[src/rtl/irq_gate_pkg.sv]
package irq_gate_pkg;

    localparam int WORD_W    = 32;
    localparam int NUM_WORDS = 2;
    localparam int NUM_SRC   = WORD_W * NUM_WORDS;
    localparam int ADDR_W    = 4;

    // Offset bits [3:2] choose the word; the order matters to software.
    typedef enum logic [1:0] {
        SEL_PEND_HI = 2'd0,
        SEL_PEND_LO = 2'd1,
        SEL_MASK_HI = 2'd2,
        SEL_MASK_LO = 2'd3
    } reg_sel_e;

    typedef struct packed {
        logic     hit;
        reg_sel_e sel;
    } reg_dec_t;

    function automatic reg_dec_t decode_addr(input logic [ADDR_W-1:0] a);
        reg_dec_t d;
        d.hit = (a[1:0] == 2'b00);
        d.sel = reg_sel_e'(a[3:2]);
        return d;
    endfunction

    // Word 1 carries sources 32..63 and word 0 carries sources 0..31.
    function automatic reg_sel_e mask_sel_for(input int w);
        return (w == 1) ? SEL_MASK_HI : SEL_MASK_LO;
    endfunction

    function automatic int word_of_sel(input reg_sel_e s);
        return (s == SEL_PEND_HI || s == SEL_MASK_HI) ? 1 : 0;
    endfunction

endpackage

[src/rtl/irq_pend_sampler.sv]
module irq_pend_sampler
    import irq_gate_pkg::*;
#(
    parameter int W  = WORD_W,
    parameter int NW = NUM_WORDS
) (
    input  logic            clk,
    input  logic            rst,
    input  logic [W*NW-1:0] src,
    output logic [W*NW-1:0] pend
);
    for (genvar w = 0; w < NW; w++) begin : g_word
        always_ff @(posedge clk) begin
            if (rst) pend[w*W +: W] <= '0;
            else     pend[w*W +: W] <= src[w*W +: W];
        end
    end
endmodule

[src/rtl/irq_mask_bank.sv]
module irq_mask_bank
    import irq_gate_pkg::*;
#(
    parameter int W  = WORD_W,
    parameter int NW = NUM_WORDS
) (
    input  logic            clk,
    input  logic            rst,
    input  logic            wr,
    input  reg_dec_t        dec,
    input  logic [W-1:0]    wdata,
    output logic [W*NW-1:0] mask
);
    for (genvar w = 0; w < NW; w++) begin : g_word
        localparam reg_sel_e MY_SEL = mask_sel_for(w);
        logic hit_w;
        assign hit_w = wr && dec.hit && (dec.sel == MY_SEL);
        always_ff @(posedge clk) begin
            if (rst)        mask[w*W +: W] <= '1;
            else if (hit_w) mask[w*W +: W] <= wdata;
        end
    end
endmodule

[src/rtl/irq_req_combine.sv]
module irq_req_combine
    import irq_gate_pkg::*;
#(
    parameter int N = NUM_SRC
) (
    input  logic [N-1:0] pend,
    input  logic [N-1:0] mask,
    output logic [N-1:0] req,
    output logic         any
);
    always_comb begin
        req = pend & ~mask;
        any = |req;
    end
endmodule

[src/rtl/irq_read_mux.sv]
module irq_read_mux
    import irq_gate_pkg::*;
#(
    parameter int W  = WORD_W,
    parameter int NW = NUM_WORDS
) (
    input  reg_dec_t        dec,
    input  logic [W*NW-1:0] pend,
    input  logic [W*NW-1:0] mask,
    output logic [W-1:0]    rdata
);
    always_comb begin
        rdata = '0;
        if (dec.hit) begin
            unique case (dec.sel)
                SEL_PEND_HI, SEL_PEND_LO:
                    rdata = pend[word_of_sel(dec.sel)*W +: W];
                SEL_MASK_HI, SEL_MASK_LO:
                    rdata = mask[word_of_sel(dec.sel)*W +: W];
                default: rdata = '0;
            endcase
        end
    end
endmodule

[src/rtl/irq_gate_top.sv]
module irq_gate_top
    import irq_gate_pkg::*;
(
    input  logic               clk,
    input  logic               rst,
    input  logic [NUM_SRC-1:0] irq_in,
    input  logic [ADDR_W-1:0]  reg_addr,
    input  logic               reg_wr,
    input  logic [WORD_W-1:0]  reg_wdata,
    output logic [WORD_W-1:0]  reg_rdata,
    output logic [NUM_SRC-1:0] pend_out,
    output logic [NUM_SRC-1:0] req_out,
    output logic               req_any
);
    reg_dec_t           dec;
    logic [NUM_SRC-1:0] mask_q;

    assign dec = decode_addr(reg_addr);

    irq_pend_sampler #(.W(WORD_W), .NW(NUM_WORDS)) u_pend (
        .clk (clk), .rst (rst), .src (irq_in), .pend (pend_out)
    );

    irq_mask_bank #(.W(WORD_W), .NW(NUM_WORDS)) u_mask (
        .clk (clk), .rst (rst), .wr (reg_wr), .dec (dec),
        .wdata (reg_wdata), .mask (mask_q)
    );

    irq_req_combine #(.N(NUM_SRC)) u_req (
        .pend (pend_out), .mask (mask_q), .req (req_out), .any (req_any)
    );

    irq_read_mux #(.W(WORD_W), .NW(NUM_WORDS)) u_rd (
        .dec (dec), .pend (pend_out), .mask (mask_q), .rdata (reg_rdata)
    );
endmodule

[config.mk]
export PLATFORM = sky130hd
export DESIGN_NAME = irq_gate_top
export DESIGN_NICKNAME = d
export VERILOG_FILES = /design/src/rtl/irq_gate_pkg.sv /design/src/rtl/irq_pend_sampler.sv /design/src/rtl/irq_mask_bank.sv /design/src/rtl/irq_req_combine.sv /design/src/rtl/irq_read_mux.sv /design/src/rtl/irq_gate_top.sv
export SDC_FILE = /design/constraint.sdc
export NUM_CORES = 1
export LEC_CHECK = 0
export BUFFER_PORTS_ARGS = -buffer_cell sky130_fd_sc_hd__buf_4
export CORE_MARGIN = 5
export CORE_UTILIZATION = 25
export CTS_CLUSTER_SIZE = 24
export DETAILED_ROUTE_END_ITERATION = 8
export PLACE_DENSITY = 0.61
export SLEW_MARGIN = 30
export SYNTH_ARGS = -nofsm -noshare
export SYNTH_HDL_FRONTEND = slang
export SYNTH_SLANG_ARGS = --single-unit
[constraint.sdc]
create_clock -name clk -period 1.3 [get_ports clk]
set_clock_uncertainty 0.05 [all_clocks]
set_input_delay 0.065 -clock clk [delete_from_list [all_inputs] [get_ports clk]]
set_output_delay 0.065 -clock clk [all_outputs]
set_load 0.05 [all_outputs]
==> run_results.csv, run 1 <==
group,metric,value,unit
sta,setup_tns,-16.50,ns
synthesis,syn_nets,683,
place,gp_congestion,0.821,
synthesis,synth_top_area_cell,"dfxtp_1",
synthesis,ys.flop_type,"dfxtp_1",
detailed_routing,drc,0,
synthesis,syn_area,5740,sq um
detailed_routing,wl_per_cell,18.4,microns
grt,grt_antenna_before_repair,2,
grt,gr-total-overflow,0,
power,switching_share,0.277,
power,power_frac_comb,0.225,
power,ir_drop,0.532,mV
final_layout,fill_cells,1759,
detailed_routing,dr.pass1.iters,5,
die,num_io_pins,264,
sta,hold_ws,0.0509,ns
power,power.switching,3.45,mW
synthesis,async_reset_ff_frac,0,
clock_network,cts_htree_levels,4,
run_status,violations,"negative setup slack",
final_layout,drive_above_1_share,0.684,
critical_path,worstPathArrival,2.21,ns
critical_path,cp_slowest_cell,"or4b_4",
critical_path,max_stage_delay,0.48,ns
synthesis,synth.most_common_cell,"nor2b_1",
final_layout,synthToLayoutAreaGrowth,130,%
clock_network,ctsLongestPathBuffers,2,
synthesis,synth.top_cells.by_count,"nor2b_1, nand2_1, dfxtp_1, nand3b_1, mux4_2",
critical_path,path_max_fanout,2,
sta,rsz0062_at_grt,"true",
critical_path,cp-end-kind,"output port",
job,drv_cap,0,
clock_network,clk_pin_slew,0.06,ns
die,fp.dieArea,26100,sq um
power,intPower,8.99,mW
synthesis,avgSynthCellArea,9.90,sq um
grt,grt_pass1_wl,38.7,mm
place,dp_hpwl,18.0,mm
sta,fmax,0.431,GHz
die,die_w,162,microns
grt,grt_pass1_vias,6990,
sta,finalHoldViolCount,0,
critical_path,critical_path_buf_inv_count,2,
final_layout,regArea,2740,sq um
clock_network,cts_tree,"done",
synthesis,ys_warn_count,0,
clock_network,cts_made_buffers,17,
sta,fin_crit,2.32,ns
grt,grt_max_degree,73,
critical_path,required,1.19,ns
synthesis,ys_ff_latch,128,
die,start_util,0.254,
critical_path,cpLargestDelayFamily,"simple AND/OR/NAND/NOR gates",
place,numPortBuffers,263,
power,p_per_area,943,nW/um^2
synthesis,synth_cells,580,
sta,worstMarginPinSlew,0.765,ns
sta,slew_violations,0,
die,row_count,55,
power,share_clk_of_total_power,0.437,
min_path,hold_class,"input port to register",
sta,setup_viol,57,
synthesis,synth_area_leaders,"dfxtp_1, nor2b_1, mux4_2",
power,leakage,5.99,nW
die,fp.dieH,162,microns
sta,relSlewSlack,0.490,
critical_path,path_cells,"nor2b_4 -> nor4_4 -> buf_4 -> and4_1 -> or4b_4 -> buf_12",
grt,grt_util_all_layers,0.192,
detailed_routing,drt_iter0_drc,221,
critical_path,cp-start-kind,"register",
detailed_routing,via_per_inst,4.47,
run_status,outcome,"complete, but fails checks",
die,core-area,22600,sq um
sta,worst_slack,-1.02,ns
final_layout,fin_nets,1236,
synthesis,ys_types,22,
detailed_routing,finalWirelength,26.4,mm
synthesis,yosys.area.top_type_share,0.446,
synthesis,synth-edff-count,0,
final_layout,multiInputGateArea,3730,sq um
detailed_routing,ant_nets,0,
clock_network,root_buffer,"clkbuf_16",
clock_network,cts_sinks,128,
power,p_seq_frac,0.338,
synthesis,synth-seq-area-share,0.446,
detailed_routing,num_vias,6402,
critical_path,crit_type,"register to output port",
clock_network,clkLatencyLatePin,0.41,ns
sta,finalCritPeriodShare,1.79,
-- metrics by stage --
stage / area [sq um] / total power [mW] / setup slack (ns) / cells / util
2_1_floorplan: 6520 / 5.61 / -0.452 / 580 / -
3_3_place_gp: 10200 / 6.58 / -0.715 / 1283 / 0.449
3_5_place_dp: 10200 / 6.59 / -0.679 / 1283 / 0.449
4_1_cts: 12800 / 12.5 / -1.02 / 1412 / 0.565
5_1_grt: 13200 / 12.9 / -1.09 / 1433 / 0.583
6_report: 13200 / 12.4 / -1.02 / 1433 / 0.583
-- routing by layer --
metal	GRT usage	vias to the layer above	routed length (microns)
met4	0.0582	0	615
met1	0.227	3104	10600
met5	0	-	0
li1	-	3048	-
met3	0.0579	40	1670
met2	0.336	210	13500
-- worst reg2reg max path: cells and delay by family, from the launching register on --
kind	cells	cell delay (ns)
flip-flops	1	0.34
buffers and inverters	2	0.24
AND/OR/NAND/NOR	2	0.17
-- power by group through the flow --
| stage | Combinational (mW) | Sequential (mW) | Clock [mW] |
|---|---|---|---|
| after floorplan | 0.954 | 4.65 | 0 |
| after global placement | 2.31 | 4.26 | 0 |
| after detailed placement | 2.33 | 4.27 | 0 |
| after CTS | 2.74 | 4.20 | 5.51 |
| after global routing | 2.94 | 4.22 | 5.69 |
| final | 2.80 | 4.20 | 5.44 |
-- cells by family (layout without fill, tap and decap cells) --
group                  after synthesis  after routing  synth area share
buffers and inverters               41            607            0.0392
muxes                               32             32             0.129
and+or+nand+nor                    379            379             0.385
other                                0              2                 0
DFF                                128            128             0.446
-- repair_timing --
action / in CTS / in global routing
hold endpoints to repair: 128 / 0
pin swaps: 3 / 6
endpoints found under the setup margin: 81 / 85
setup buffers: 6 / 38
hold buffers: 96 / 0
gates resized for setup: 297 / 82
-- area by class of cell --
class                   instances  share of cell area
repair buffers                574               0.433
multi-input cells             411               0.282
flip-flops and latches        128               0.207
clock buffers                  17              0.0322
well taps                     285              0.0270
clock inverters                15              0.0176
diodes                          2            0.000379
inverters                       1            0.000284
-- registers in the layout, indices dropped and copies added (netlist names) --
signal	cells
u_mask.mask	64
u_pend.pend	64
-- final timing paths --
path	startpoint	endpoint	slack, ns	depth (start not counted)
setup / recovery	u_pend.pend[32]	req_any	-1.02	6
hold / removal	rst	u_pend.pend[13]	0.05	3
setup reg to reg	u_mask.mask[45]	u_mask.mask[45]	0.38	4
hold reg to reg	u_mask.mask[10]	u_mask.mask[10]	0.42	2
-- cell usage in the layout (no fill, tap or decap), types with 2 or more instances in the layout --
| cell type | instances |
|---|---|
| nor4_2 | 5 |
| clkinv_4 | 5 |
| buf_8 | 68 |
| dfxtp_1 | 3 |
| inv_6 | 3 |
| nand4_1 | 3 |
| buf_12 | 13 |
| nand3b_1 | 64 |
| nor4_4 | 9 |
| mux4_2 | 32 |
| dlygate4sd3_1 | 96 |
| dfxtp_4 | 7 |
| nor3_4 | 2 |
| dfxtp_2 | 118 |
| and2b_4 | 12 |
| buf_4 | 267 |
| nor2b_1 | 64 |
| clkbuf_16 | 17 |
| nand2_1 | 129 |
| diode_2 | 2 |
| bufinv_16 | 5 |
| nor2b_4 | 84 |
| nor4_1 | 2 |
| buf_6 | 130 |
| or3_2 | 2 |
Note: power is estimated with default switching activity, not from simulation.
==> run 2, diff against run 1 <==
--- a/config.mk
+++ b/config.mk
@@ -5,7 +5,9 @@
 export SDC_FILE = /design/constraint.sdc
 export NUM_CORES = 1
 export LEC_CHECK = 0
+export ABC_AREA = 1
 export BUFFER_PORTS_ARGS = -buffer_cell sky130_fd_sc_hd__buf_4
+export CORE_ASPECT_RATIO = 1.25
 export CORE_MARGIN = 5
 export CORE_UTILIZATION = 25
 export CTS_CLUSTER_SIZE = 24
==> run_results.csv, run 2 <==
group,metric,value,unit
detailed_routing,wl_per_cell,15.8,microns
synthesis,syn_area,5820,sq um
synthesis,synth_area_leaders,"dfxtp_1, inv_1, a21oi_1",
grt,grt_max_degree,55,
critical_path,required,1.19,ns
detailed_routing,dr.pass1.iters,4,
final_layout,final_common_cell,"buf_4",
power,power,11.4,mW
power,leakage,6.41,nW
final_layout,final_cell_mix,"buf_4, dfxtp_2, buf_6",
place,dp_cells,1458,
critical_path,cp-end-kind,"output port",
detailed_routing,num_vias,7211,
clock_network,root_buffer,"clkbuf_16",
clock_network,clkLatencyLatePin,0.41,ns
power,p_per_area,913,nW/um^2
sta,slew_violations,0,
min_path,hold_class,"input port to register",
clock_network,cts_made_buffers,17,
critical_path,worstPathArrival,1.62,ns
grt,gr-total-overflow,0,
final_layout,final_area,12400,sq um
critical_path,path_max_fanout,3,
critical_path,worstSetupStartpoint,"u_pend.pend[14]",
grt,grt_pass1_vias,7463,
synthesis,synth-edff-count,0,
detailed_routing,drt_iter0_drc,167,
synthesis,yosys.area.top_type_share,0.440,
synthesis,ys_types,15,
sta,relSlewSlack,0.759,
clock_network,clk_pin_slew,0.06,ns
sta,worst_slack,-0.438,ns
die,fp.dieH,181,microns
detailed_routing,finalWirelength,25.7,mm
grt,grt_pass1_wl,39.0,mm
grt,grt_antenna_before_repair,1,
sta,fmax,0.575,GHz
die,num_io_pins,264,
run_status,violations,"negative setup slack",
critical_path,crit_type,"register to output port",
die,core-area,23000,sq um
synthesis,syn_nets,951,
final_layout,fin_nets,1426,
sta,fin_crit,1.74,ns
run_status,outcome,"complete, but fails checks",
synthesis,ys_warn_count,0,
power,ir_drop,0.843,mV
synthesis,synth_cells,848,
synthesis,ys_ff_latch,128,
die,fp.dieArea,26500,sq um
detailed_routing,drc,0,
job,drv_cap,0,
clock_network,ctsLongestPathBuffers,2,
synthesis,synth.most_common_cell,"inv_1",
grt,grt_util_all_layers,0.184,
final_layout,final_util,0.542,
synthesis,avgSynthCellArea,6.87,sq um
final_layout,drive_above_1_share,0.618,
sta,finalHoldViolCount,0,
critical_path,reg2reg_from,"u_mask.mask[12]",
place,postPlaceCellArea,9250,sq um
clock_network,cts_tree,"done",
synthesis,synth.top_cells.by_count,"inv_1, a21oi_1, dfxtp_1, nand2_1, o21ai_0",
synthesis,synth-seq-area-share,0.440,
synthesis,ys.flop_type,"dfxtp_1",
die,die_w,147,microns
sta,setup_viol,35,
detailed_routing,via_per_inst,4.43,
place,dp_hpwl,17.1,mm
final_layout,stdcell_count,1626,
final_layout,reg_top3,"u_mask.mask x64, u_pend.pend x64",
detailed_routing,ant_nets,0,
place,numPortBuffers,263,
sta,finalCritPeriodShare,1.34,
sta,rsz0062_at_grt,"true",
clock_network,cts_htree_levels,4,
min_path,min_from,"rst",
synthesis,async_reset_ff_frac,0,
die,start_util,0.254,
synthesis,synth_top_area_cell,"dfxtp_1",
place,gp_congestion,0.837,
clock_network,cts_sinks,128,
die,row_count,62,
sta,worstMarginPinSlew,0.362,ns
critical_path,cp-start-kind,"register",
final_layout,synthToLayoutAreaGrowth,114,%
[run 2: final timing paths]
kind,to,slack (ns),cells after the start
worst min register to register,u_mask.mask[17],0.43,2
worst max register to register,u_mask.mask[12],0.42,4
worst min-delay path,u_pend.pend[52],0.07,3
worst max-delay path,req_any,-0.44,7
[run 2: stage by stage]
stage	TNS [ns]	setup WS, ns	hold WS, ns
detailed placement	-0.154	-0.154	0.221
finish	-8.01	-0.438	0.0677
global placement	-0.170	-0.170	0.215
floorplan	-0.290	-0.0724	0.115
global route	-11.02	-0.549	0.0526
CTS	-8.45	-0.483	0.0540
[run 2: cells by family after synthesis]
logic type / Yosys count / synth area share
AO/OA/AOI/OAI: 256 / 0.234
buffers and inverters: 258 / 0.188
flip-flops: 128 / 0.440
AND/OR/NAND/NOR: 206 / 0.138
[run 2: layer usage]
metal  part of all wire  GRT usage
met5                  0          0
met4              0.031     0.0734
met3              0.053     0.0448
met2               0.53      0.337
met1               0.39      0.203
[run 2: what timing repair did]
item                       in CTS  in global routing
gates resized for setup       362                200
pin swaps                      72                 65
hold buffers                   96                  0
setup endpoints to repair      67                 80
hold endpoints to repair      128                  0
buffers inserted               28                 33
[run 2: final cells by class]
class,count,area [sq um]
clock buffers,18,439
diodes,2,5.00
flip-flops and latches,128,2720
fillers,2007,10500
multi-input cells,462,3010
repair buffers,506,4960
clock inverters,14,108
inverters,208,830
well taps,288,360
[run 2: worst max-delay path: stages, from the launching register on]
cell	delay, ns
dfxtp_4	0.35
nand2_4	0.09
nand4_1	0.15
nor2_2	0.20
nand2_1	0.07
nor2_1	0.11
nand2_2	0.09
buf_8	0.16
[run 2: where the power goes]
group | switching [mW] | internal [mW] | total (mW)
Sequential | 0.114 | 4.10 | 4.21
Combinational | 1.54 | 1.15 | 2.68
Clock | 1.95 | 2.51 | 4.46
Total | 3.60 | 7.75 | 11.4
==> run 3, diff against run 2 <==
--- a/config.mk
+++ b/config.mk
@@ -13,6 +13,7 @@
 export CTS_CLUSTER_SIZE = 24
 export DETAILED_ROUTE_END_ITERATION = 8
 export PLACE_DENSITY = 0.61
+export SKIP_LAST_GASP = 1
 export SLEW_MARGIN = 30
 export SYNTH_ARGS = -nofsm -noshare
 export SYNTH_HDL_FRONTEND = slang
==> run_results.csv, run 3 (synthesis gave the netlist of run 2 again) <==
group,metric,value,unit
run_status,outcome,"complete, but fails checks",
run_status,violations,"negative setup slack",
power,intPower,7.74,mW
final_layout,fin_nets,1426,
critical_path,cp-start-kind,"register",
job,drv_cap,0,
power,power.switching,3.59,mW
grt,grt_util_all_layers,0.183,
final_layout,final_util,0.536,
clock_network,cts_tree,"done",
sta,fin_crit,1.75,ns
power,p_per_area,921,nW/um^2
die,num_io_pins,264,
clock_network,cts_htree_levels,4,
critical_path,cp-end-kind,"output port",
final_layout,final_cell_mix,"buf_4, dfxtp_2, inv_1",
critical_path,cpLargestDelayFamily,"simple AND/OR/NAND/NOR gates",
final_layout,reg_top3,"u_mask.mask x64, u_pend.pend x64",
detailed_routing,ant_nets,0,
clock_network,clk_pin_slew,0.07,ns
die,core-area,23000,sq um
critical_path,required,1.19,ns
power,switching_share,0.317,
die,start_util,0.254,
sta,fmax,0.571,GHz
sta,setup_viol,36,
power,power_frac_comb,0.235,
detailed_routing,wl_per_cell,15.7,microns
detailed_routing,via_per_inst,4.45,
critical_path,path_cells,"nand2_4 -> nand4_1 -> nor2_2 -> nand2_1 -> nor2_1 -> nand2_2 -> buf_8",
critical_path,worstSetupStartpoint,"u_pend.pend[14]",
power,share_clk_of_total_power,0.393,
power,ir_drop,0.840,mV
sta,slew_violations,0,
die,fp.dieH,181,microns
critical_path,path_max_fanout,3,
detailed_routing,drt_iter0_drc,170,
detailed_routing,finalWirelength,25.5,mm
power,leakage,6.37,nW
grt,grt_antenna_before_repair,0,
die,fp.dieArea,26500,sq um
sta,hold_ws,0.0649,ns
clock_network,cts_made_buffers,17,
clock_network,clkLatencyLatePin,0.41,ns
final_layout,drive_above_1_share,0.609,
place,dp_hpwl,17.1,mm
clock_network,ctsLongestPathBuffers,2,
clock_network,cts_sinks,128,
min_path,min_from,"rst",
sta,worstMarginPinSlew,0.358,ns
min_path,hold_class,"input port to register",
die,die_w,147,microns
critical_path,cp_slowest_cell,"dfxtp_4",
sta,rsz0062_at_grt,"true",
grt,grt_max_degree,55,
sta,worst_slack,-0.452,ns
sta,finalCritPeriodShare,1.35,
final_layout,synthToLayoutAreaGrowth,111,%
detailed_routing,dr.pass1.iters,4,
die,row_count,62,
detailed_routing,drc,0,
place,gp_congestion,0.837,
grt,grt_pass1_wl,38.9,mm
sta,finalHoldViolCount,0,
clock_network,root_buffer,"clkbuf_16",
critical_path,reg2reg_from,"u_mask.mask[7]",
critical_path,worstPathArrival,1.64,ns
critical_path,critical_path_buf_inv_count,1,
final_layout,final_common_cell,"buf_4",
place,numPortBuffers,263,
critical_path,max_stage_delay,0.35,ns
critical_path,crit_type,"register to output port",
grt,gr-total-overflow,0,
sta,relSlewSlack,0.761,
grt,grt_pass1_vias,7471,
detailed_routing,num_vias,7239,
power,p_seq_frac,0.371,
==> run 3: power by group through the flow <==
stage          clock network, mW  logic, mW  registers (mW)
3_3_place_gp                   0       2.13            4.26
5_1_grt                     4.74       2.82            4.23
3_5_place_dp                   0       2.14            4.26
6_report                    4.46       2.67            4.21
2_1_floorplan                  0      0.901            4.63
4_1_cts                     4.58       2.55            4.20
==> run 3: path summary, 6_finish.rpt <==
| path | slack [ns] | cells after the start | end |
|---|---|---|---|
| worst max-delay path | -0.45 | 7 | req_any |
| worst min-delay path | 0.06 | 3 | u_pend.pend[52] |
| worst max register to register | 0.41 | 4 | u_mask.mask[7] |
| worst min register to register | 0.44 | 2 | u_mask.mask[46] |
==> run 3: stage by stage <==
step	instances	instance area, sq um	power, mW	setup WS [ns]	setup TNS [ns]
floorplan	848	6240	5.53	-0.0724	-0.290
global placement	1458	9250	6.39	-0.170	-0.170
detailed placement	1458	9250	6.41	-0.154	-0.154
CTS	1606	11600	11.3	-0.483	-8.93
global route	1624	12300	11.8	-0.563	-11.32
finish	1625	12300	11.3	-0.452	-8.30
==> run 3: worst reg2reg max path: cells and delay by family (launching register included) <==
family                 cells  cell delay (ns)
flip-flops                 1             0.32
buffers and inverters      3             0.28
AO/OA/AOI/OAI              1             0.15
==> run 3: metal layers <==
layer / GRT usage / part of all wire / routed length (microns)
met5: 0 / 0 / 0
met4: 0.0764 / 0.034 / 867
met3: 0.0458 / 0.053 / 1350
met2: 0.332 / 0.53 / 13500
met1: 0.202 / 0.38 / 9810
==> run 3: layout make-up <==
cell class                      count  area [sq um]
Clock buffer                       18           439
Timing Repair Buffer              506          4880
Tap cell                          288           360
Antenna cell                        1          2.50
Inverter                          208           807
Fill cell                        2037         10700
Multi-Input combinational cell    462          2980
Sequential cell                   128          2720
Clock inverter                     14           108
==> run 3: repair_timing <==
action	4_1_cts	5_1_grt
setup endpoints to repair	67	83
pin swaps	71	76
hold buffers	96	0
buffers inserted	28	35
gates resized for setup	315	197
endpoints found under the hold margin	128	0
